--- config.mk ---
export PLATFORM = sky130hd
export DESIGN_NAME = sbp_prefetch
export DESIGN_NICKNAME = d
export VERILOG_FILES = /design/src/rtl/sbp_pkg.sv /design/src/rtl/sbp_stream.sv /design/src/rtl/sbp_lru.sv /design/src/rtl/sbp_req_arb.sv /design/src/rtl/sbp_prefetch.sv
export SDC_FILE = /design/constraint.sdc
export NUM_CORES = 2
export LEC_CHECK = 0
export BUFFER_PORTS_ARGS = -buffer_cell sky130_fd_sc_hd__buf_4
export CAP_MARGIN = 30
export CORE_ASPECT_RATIO = 1.4
export CORE_UTILIZATION = 57
export DETAILED_ROUTE_END_ITERATION = 8
export GPL_TIMING_DRIVEN = 0
export PLACE_DENSITY = 0.77
export SLEW_MARGIN = 10
export SYNTH_ARGS = -nofsm -noshare
export SYNTH_HDL_FRONTEND = slang
export SYNTH_SLANG_ARGS = --single-unit
--- constraint.sdc ---
create_clock -name clk -period 5.3 [get_ports clk]
set_clock_uncertainty 0.2 [all_clocks]
set_input_delay 1.325 -clock clk [delete_from_list [all_inputs] [get_ports clk]]
set_output_delay 1.325 -clock clk [all_outputs]
set_load 0.005 [all_outputs]
--- src/rtl/sbp_pkg.sv ---
package sbp_pkg;

    // life cycle of one stream buffer slot
    typedef enum logic [1:0] {
        SLOT_REQ  = 2'd0,   // address queued, memory not yet asked
        SLOT_WAIT = 2'd1,   // request sent, data outstanding
        SLOT_FULL = 2'd2    // data present
    } slot_st_e;

    // demand path of the miss controller
    typedef enum logic [1:0] {
        CT_IDLE     = 2'd0,
        CT_DEM_REQ  = 2'd1,
        CT_DEM_WAIT = 2'd2
    } ctrl_st_e;

    function automatic int idx_bits(input int n);
        return (n > 1) ? $clog2(n) : 1;
    endfunction

endpackage

--- src/rtl/sbp_stream.sv ---
module sbp_stream
    import sbp_pkg::*;
#(
    parameter int ADDR_W = 16,
    parameter int DATA_W = 32,
    parameter int DEPTH  = 4
) (
    input  logic              clk,
    input  logic              rst,
    input  logic              alloc,
    input  logic [ADDR_W-1:0] alloc_addr,
    input  logic              pop,
    input  logic              rsp_valid,
    input  logic [ADDR_W-1:0] rsp_addr,
    input  logic [DATA_W-1:0] rsp_data,
    input  logic              grant,
    output logic              head_live,
    output logic [ADDR_W-1:0] head_addr,
    output logic              head_full,
    output logic [DATA_W-1:0] head_data,
    output logic              req_valid,
    output logic [ADDR_W-1:0] req_addr
);
    localparam int PTR_W = idx_bits(DEPTH);

    logic [ADDR_W-1:0] addr_q [DEPTH];
    logic [DATA_W-1:0] data_q [DEPTH];
    slot_st_e          st_q   [DEPTH];
    logic [PTR_W-1:0]  head_q;
    logic [ADDR_W-1:0] last_q;
    logic              live_q;

    logic [PTR_W-1:0]  scan;
    logic [PTR_W-1:0]  req_slot;

    // oldest queued slot still needing a request, scanned in FIFO order
    always_comb begin
        req_valid = 1'b0;
        req_slot  = '0;
        scan      = '0;
        for (int k = DEPTH - 1; k >= 0; k--) begin
            scan = head_q + PTR_W'(k);
            if (live_q && st_q[scan] == SLOT_REQ) begin
                req_valid = 1'b1;
                req_slot  = scan;
            end
        end
        req_addr = addr_q[req_slot];
    end

    assign head_live = live_q;
    assign head_addr = addr_q[head_q];
    assign head_full = live_q && (st_q[head_q] == SLOT_FULL);
    assign head_data = data_q[head_q];

    always_ff @(posedge clk) begin
        if (rst) begin
            live_q <= 1'b0;
            head_q <= '0;
            last_q <= '0;
            for (int k = 0; k < DEPTH; k++) begin
                addr_q[k] <= '0;
                data_q[k] <= '0;
                st_q[k]   <= SLOT_REQ;
            end
        end else begin
            if (rsp_valid) begin
                for (int k = 0; k < DEPTH; k++) begin
                    if (st_q[k] == SLOT_WAIT && addr_q[k] == rsp_addr) begin
                        st_q[k]   <= SLOT_FULL;
                        data_q[k] <= rsp_data;
                    end
                end
            end
            if (grant) begin
                st_q[req_slot] <= SLOT_WAIT;
            end
            if (pop) begin
                addr_q[head_q] <= last_q + ADDR_W'(1);
                st_q[head_q]   <= SLOT_REQ;
                last_q         <= last_q + ADDR_W'(1);
                head_q         <= head_q + PTR_W'(1);
            end
            if (alloc) begin
                for (int k = 0; k < DEPTH; k++) begin
                    addr_q[k] <= alloc_addr + ADDR_W'(k + 1);
                    st_q[k]   <= SLOT_REQ;
                end
                head_q <= '0;
                last_q <= alloc_addr + ADDR_W'(DEPTH);
                live_q <= 1'b1;
            end
        end
    end
endmodule

--- src/rtl/sbp_lru.sv ---
module sbp_lru
    import sbp_pkg::*;
#(
    parameter int NUM = 4
) (
    input  logic                     clk,
    input  logic                     rst,
    input  logic                     touch,
    input  logic [idx_bits(NUM)-1:0] touch_idx,
    output logic [idx_bits(NUM)-1:0] victim
);
    localparam int IW = idx_bits(NUM);

    // rank 0 = most recent, NUM-1 = least recent
    logic [IW-1:0] rank_q [NUM];

    always_ff @(posedge clk) begin
        if (rst) begin
            for (int i = 0; i < NUM; i++) rank_q[i] <= IW'(NUM - 1 - i);
        end else if (touch) begin
            for (int i = 0; i < NUM; i++) begin
                if (IW'(i) == touch_idx)
                    rank_q[i] <= '0;
                else if (rank_q[i] < rank_q[touch_idx])
                    rank_q[i] <= rank_q[i] + IW'(1);
            end
        end
    end

    always_comb begin
        victim = '0;
        for (int i = NUM - 1; i >= 0; i--)
            if (rank_q[i] == IW'(NUM - 1)) victim = IW'(i);
    end
endmodule

--- src/rtl/sbp_req_arb.sv ---
module sbp_req_arb #(
    parameter int ADDR_W = 16,
    parameter int NUM    = 4
) (
    input  logic              dem_valid,
    input  logic [ADDR_W-1:0] dem_addr,
    input  logic [NUM-1:0]    s_req_valid,
    input  logic [ADDR_W-1:0] s_req_addr [NUM],
    input  logic              mem_ready,
    output logic              mem_req_valid,
    output logic [ADDR_W-1:0] mem_req_addr,
    output logic              dem_grant,
    output logic [NUM-1:0]    s_grant
);
    // demand first, then lowest-numbered stream
    always_comb begin
        mem_req_valid = dem_valid;
        mem_req_addr  = dem_addr;
        dem_grant     = dem_valid && mem_ready;
        s_grant       = '0;
        if (!dem_valid) begin
            for (int i = NUM - 1; i >= 0; i--) begin
                if (s_req_valid[i]) begin
                    mem_req_valid = 1'b1;
                    mem_req_addr  = s_req_addr[i];
                    s_grant       = '0;
                    s_grant[i]    = mem_ready;
                end
            end
        end
    end
endmodule

--- src/rtl/sbp_prefetch.sv ---
module sbp_prefetch
    import sbp_pkg::*;
#(
    parameter int ADDR_W      = 16,
    parameter int DATA_W      = 32,
    parameter int NUM_STREAMS = 4,
    parameter int DEPTH       = 4
) (
    input  logic              clk,
    input  logic              rst,
    input  logic              miss_valid,
    input  logic [ADDR_W-1:0] miss_addr,
    output logic              miss_ready,
    output logic              ret_valid,
    output logic [ADDR_W-1:0] ret_addr,
    output logic [DATA_W-1:0] ret_data,
    output logic              mem_req_valid,
    output logic [ADDR_W-1:0] mem_req_addr,
    input  logic              mem_req_ready,
    input  logic              mem_rsp_valid,
    input  logic [ADDR_W-1:0] mem_rsp_addr,
    input  logic [DATA_W-1:0] mem_rsp_data
);
    localparam int SIW = idx_bits(NUM_STREAMS);

    ctrl_st_e          state_q;
    logic [ADDR_W-1:0] dem_addr_q;

    logic [NUM_STREAMS-1:0] h_live, h_full, s_req_v, s_grant, hit_vec, pop_v, alloc_v;
    logic [ADDR_W-1:0]      h_addr [NUM_STREAMS];
    logic [DATA_W-1:0]      h_data [NUM_STREAMS];
    logic [ADDR_W-1:0]      s_req_a [NUM_STREAMS];
    logic [SIW-1:0]         hit_idx, victim, touch_idx;
    logic                   any_hit, accept, dem_grant, dem_done;

    always_comb begin
        hit_idx = '0;
        for (int i = NUM_STREAMS - 1; i >= 0; i--) begin
            hit_vec[i] = h_live[i] && (h_addr[i] == miss_addr);
            if (hit_vec[i]) hit_idx = SIW'(i);
        end
    end

    assign any_hit    = |hit_vec;
    assign miss_ready = (state_q == CT_IDLE) && (!any_hit || h_full[hit_idx]);
    assign accept     = miss_valid && miss_ready;
    assign touch_idx  = any_hit ? hit_idx : victim;
    assign dem_done   = (state_q == CT_DEM_WAIT) && mem_rsp_valid && (mem_rsp_addr == dem_addr_q);

    always_comb begin
        for (int i = 0; i < NUM_STREAMS; i++) begin
            pop_v[i]   = accept && any_hit && (hit_idx == SIW'(i));
            alloc_v[i] = accept && !any_hit && (victim == SIW'(i));
        end
    end

    for (genvar g = 0; g < NUM_STREAMS; g++) begin : g_stream
        sbp_stream #(.ADDR_W(ADDR_W), .DATA_W(DATA_W), .DEPTH(DEPTH)) u_stream (
            .clk(clk), .rst(rst),
            .alloc(alloc_v[g]), .alloc_addr(miss_addr), .pop(pop_v[g]),
            .rsp_valid(mem_rsp_valid), .rsp_addr(mem_rsp_addr), .rsp_data(mem_rsp_data),
            .grant(s_grant[g]),
            .head_live(h_live[g]), .head_addr(h_addr[g]), .head_full(h_full[g]),
            .head_data(h_data[g]), .req_valid(s_req_v[g]), .req_addr(s_req_a[g])
        );
    end

    sbp_lru #(.NUM(NUM_STREAMS)) u_lru (
        .clk(clk), .rst(rst), .touch(accept), .touch_idx(touch_idx), .victim(victim)
    );

    sbp_req_arb #(.ADDR_W(ADDR_W), .NUM(NUM_STREAMS)) u_arb (
        .dem_valid(state_q == CT_DEM_REQ), .dem_addr(dem_addr_q),
        .s_req_valid(s_req_v), .s_req_addr(s_req_a), .mem_ready(mem_req_ready),
        .mem_req_valid(mem_req_valid), .mem_req_addr(mem_req_addr),
        .dem_grant(dem_grant), .s_grant(s_grant)
    );

    always_ff @(posedge clk) begin
        if (rst) begin
            state_q    <= CT_IDLE;
            dem_addr_q <= '0;
            ret_valid  <= 1'b0;
            ret_addr   <= '0;
            ret_data   <= '0;
        end else begin
            ret_valid <= 1'b0;
            case (state_q)
                CT_IDLE: if (accept) begin
                    if (any_hit) begin
                        ret_valid <= 1'b1;
                        ret_addr  <= miss_addr;
                        ret_data  <= h_data[hit_idx];
                    end else begin
                        dem_addr_q <= miss_addr;
                        state_q    <= CT_DEM_REQ;
                    end
                end
                CT_DEM_REQ: if (dem_grant) state_q <= CT_DEM_WAIT;
                CT_DEM_WAIT: if (dem_done) begin
                    ret_valid <= 1'b1;
                    ret_addr  <= dem_addr_q;
                    ret_data  <= mem_rsp_data;
                    state_q   <= CT_IDLE;
                end
                default: state_q <= CT_IDLE;
            endcase
        end
    end
endmodule

==> summary.txt <==
Die Ht - 364 µm
Number of buffers inserted during clock tree synthesis - 93
Top cell types by occurrence after synthesis - sky130_fd_sc_hd__edfxtp_1 (776), sky130_fd_sc_hd__and2_1 (446), sky130_fd_sc_hd__nand2_1 (333), sky130_fd_sc_hd__clkbuf_1 (312), sky130_fd_sc_hd__xnor2_1 (256)
Fraction of the cycle the final worst path needs - 1.08
Proportion of layout cells with a drive suffix above 1 - 0.237
Mapped Nets - 4,675
Maximum count of clock buffers along a single path - 3
Worst setup SP type - flop
Worst hold margin - 0.285 ns
Count of nets left with antenna violations after detail routing - 0
Count of maximum capacitance violations - 0
Largest cells by area after synthesis - sky130_fd_sc_hd__edfxtp_1 (44%), sky130_fd_sc_hd__mux4_2 (8.5%), sky130_fd_sc_hd__dfxtp_1 (6.9%)
Total placed instance area - 57,100 µm²
Number of hold violations in the final report - 0
IO Count - 136
Peak supply drop - 0.334 mV
Area growth from synthesis to layout - 19.8%
Met1 usage in global routing - 0.560
Initial Util - 0.576
Vias post-DR - 46,000
Yosys top cell area share - 0.438
Cell total after placement - 5,979
Main combinational cell family by area after synthesis - simple AND/OR/NAND/NOR gates
Run status - finished with violations
Horiz. Die Dim - 260 µm
Worst EP arrival - 4.18 ns
Tightest Pin Transition - 1.14 ns
Grt met3 use - 0.194
Number of global-route vias before repair - 43,800
Most common flop cell mapped by yosys - sky130_fd_sc_hd__edfxtp_1
Power density normalized to cell area - 289 nW/µm²
Fraction of synthesized area in multiplexers - 0.124
Most congested layer reported by global routing - met2
Number of port buffers - 110
Number of antenna violations at the first check in global routing - 16
Area of the core - 92,500 µm²
R2r setup slk - -0.03 ns
Clock H-tree levels - 3
Crit path required time - 3.77 ns
Critical path capture point type - primary output
Iteration-0 DRC count of the detailed router - 7,741
Critical path fanouts, max - 6
Post-synthesis share of cell area spent on xor and xnor gates - 0.0736
Row count - 132
Number of distinct library cells after synthesis - 102
TritonCTS clock tree - yes
Post-route design area - 63,800 µm²
Clock period minus worst slack - 5.70 ns
Timing-limited maximum frequency - 175 MHz
Sequential fraction of the synthesis area - 0.506
Number of filler instances in the final layout - 6,654
Clk_lat worst skew - 0.73 ns
Cell Area, Synth - 53,300 µm²
Unrepaired setup endpoints after global routing - true
Flip-flop and latch count after synthesis - 959
HP Class - flop to flop
Storage cell area - 27,000 µm²
Number of failing setup endpoints in the final timing report - 120
Cell taking the most area after synthesis - sky130_fd_sc_hd__edfxtp_1
Final worst-path setup slack - -0.401 ns
Number of clock sinks seen by CTS - 959
Met2 track utilization from global routing - 0.795
Aggregate global-route resource usage - 0.526
Instance count of the mapped netlist - 4,573
Post-detailed-route DRC marker count - 0
Final Routed Wirelength - 251,000 µm
Violations in the final reports - negative setup slack
Worst hold path stage count - 2
Fraction of synthesis flops using an asynchronous set or reset pin - 0
Clock root buffer - sky130_fd_sc_hd__clkbuf_16
DR WL/cell - 39.9 µm
Post-synthesis share of cell area spent on and, or, nand and nor gates - 0.155
Final count of pins violating max slew - 0
Total congestion overflow after global routing - 0
Synthesized area divided by synthesized cell count - 11.6 µm²
Via-per-instance ratio - 7.31
EDFF count, synth - 776
Compound-Gate Fraction of Synth Area - 0.101
Final core utilization - 0.690
Number of iterations in the first detailed-routing pass - 7
Most instantiated library cell after synthesis - sky130_fd_sc_hd__edfxtp_1
Final estimated routing congestion in global placement - 1.23
Post-placement setup slack - -1.73 ns
Register clock-pin slew on the reported worst setup and hold paths - 0.06 ns
Hpwl dp - 187,000 µm
Footprint of the multi-input gates - 26,600 µm²
Number of warnings printed during yosys synthesis - 0
Worst relative slew slack - 0.239
NumNets Final - 5,097
Startpoint-to-endpoint class of the critical path - flop to primary output
Non-filler cells, final - 6,292
Worst r2r path cells - 16
Die ar. - 94,700 µm²
Post-synthesis adder-cell area fraction - 0.00775
Wire length of the first global-routing pass - 338,000 µm
Static power due to leakage - 0.0233 µW
Largest net degree at the start of global routing - 34
final cells by class:
type,instances,share of cell area
timing repair buffer,332,0.0495
buffer,370,0.0348
antenna,11,0.000432
clock inverter,46,0.00738
tap,1206,0.0237
clock buffer,129,0.0407
sequential,959,0.423
multi-input combinational,3194,0.418
inverter,45,0.00292
sequential cells by signal, summed over array words and instances (netlist names), named ones only:
name                         flops
g_stream.u_stream.st_q          32
ret_valid                        1
dem_addr_q                      16
g_stream.u_stream.head_q         8
ret_data                        32
state_q                          2
ret_addr                        16
g_stream.u_stream.data_q       512
g_stream.u_stream.last_q        64
u_lru.rank_q                     8
g_stream.u_stream.addr_q       256
g_stream.u_stream.head_live      4
critical path: stages, from the launching register on:
cell and delay [ns]:
sky130_fd_sc_hd__dfxtp_2 0.34, sky130_fd_sc_hd__buf_12 0.11, sky130_fd_sc_hd__buf_12 0.11, sky130_fd_sc_hd__buf_4 0.13
sky130_fd_sc_hd__mux4_2 0.67, sky130_fd_sc_hd__xnor2_2 0.20, sky130_fd_sc_hd__o21ai_1 0.10, sky130_fd_sc_hd__or4b_4 0.52
sky130_fd_sc_hd__a2111oi_4 0.61, sky130_fd_sc_hd__a2111o_2 0.29, sky130_fd_sc_hd__and2_4 0.18, sky130_fd_sc_hd__nor3_4 0.05
sky130_fd_sc_hd__buf_6 0.14
per-stage QoR:
step                      total power, µW  setup TNS (ns)
after global routing                18600           -5.89
final                               18400          -18.14
after CTS                           18000           -4.22
after detailed placement            11200         -832.10
after floorplan                      9950               0
after global placement              11100        -2562.55
routing by layer:
| layer | share of wire | up-vias |
|---|---|---|
| met5 | 0.0014 | - |
| met4 | 0.13 | 20 |
| met3 | 0.13 | 1403 |
| met2 | 0.44 | 4170 |
| met1 | 0.30 | 22400 |
| li1 | - | 18000 |
logic make-up (layout without fill, tap and decap cells):
group                    count (synthesis)  count (layout)
multiplexers                           403             403
XOR/XNOR                               446             446
AO/OA/AOI/OAI                          771             771
buffers and inverters                  421             922
flip-flops                             959             959
other                                    0              11
AND/OR/NAND/NOR                       1540            1541
adder cells (fa/ha/maj)                 33              33
report_power, final:
| group | internal, µW | switching (µW) |
|---|---|---|
| sequential | 8450 | 292 |
| clock | 3740 | 3120 |
| combinational | 911 | 1890 |
worst paths after layout:
path	from	end
hold / removal	ret_data[4]	ret_data[4]
hold reg to reg	ret_data[4]	ret_data[4]
setup / recovery	flop	miss_ready
setup reg to reg	flop	g_stream[3].u_stream.addr_q[1][11]
cell usage in the layout (no fill, tap or decap), types with 23 or more instances in the layout:
cell type | synthesis | routed
sky130_fd_sc_hd__mux2i_1 | 177 | 135
sky130_fd_sc_hd__nand2_2 | 0 | 41
sky130_fd_sc_hd__nand3_1 | 99 | 99
sky130_fd_sc_hd__nor3_1 | 56 | 50
sky130_fd_sc_hd__nand2_1 | 333 | 291
sky130_fd_sc_hd__clkbuf_2 | 1 | 44
sky130_fd_sc_hd__xnor2_2 | 2 | 33
sky130_fd_sc_hd__edfxtp_1 | 776 | 776
sky130_fd_sc_hd__xor2_1 | 188 | 179
sky130_fd_sc_hd__o21ai_0 | 105 | 97
sky130_fd_sc_hd__buf_12 | 0 | 33
sky130_fd_sc_hd__inv_1 | 44 | 39
sky130_fd_sc_hd__xnor2_1 | 256 | 220
sky130_fd_sc_hd__nand4_1 | 65 | 65
sky130_fd_sc_hd__clkbuf_16 | 0 | 103
sky130_fd_sc_hd__a21oi_1 | 132 | 118
sky130_fd_sc_hd__buf_4 | 13 | 248
sky130_fd_sc_hd__buf_6 | 8 | 57
sky130_fd_sc_hd__mux2i_4 | 0 | 26
sky130_fd_sc_hd__a31oi_1 | 38 | 23
sky130_fd_sc_hd__mux4_2 | 202 | 202
sky130_fd_sc_hd__and2_1 | 446 | 446
sky130_fd_sc_hd__mux2_2 | 24 | 24
sky130_fd_sc_hd__clkbuf_1 | 312 | 257
sky130_fd_sc_hd__o211a_1 | 36 | 36
sky130_fd_sc_hd__and3_1 | 133 | 132
sky130_fd_sc_hd__nor2_1 | 231 | 223
sky130_fd_sc_hd__o22ai_1 | 220 | 208
sky130_fd_sc_hd__nor4_1 | 47 | 42
sky130_fd_sc_hd__buf_8 | 1 | 30
sky130_fd_sc_hd__ha_1 | 33 | 30
sky130_fd_sc_hd__dfxtp_1 | 183 | 171
timing repair:
action,in CTS,in global routing
endpoints found under the setup margin,639,314
cloned,1,3
gates resized for setup,452,113
hold buffers,0,0
pin swaps,48,39
buffers inserted,39,74
Power figures use the tool's default switching activity.
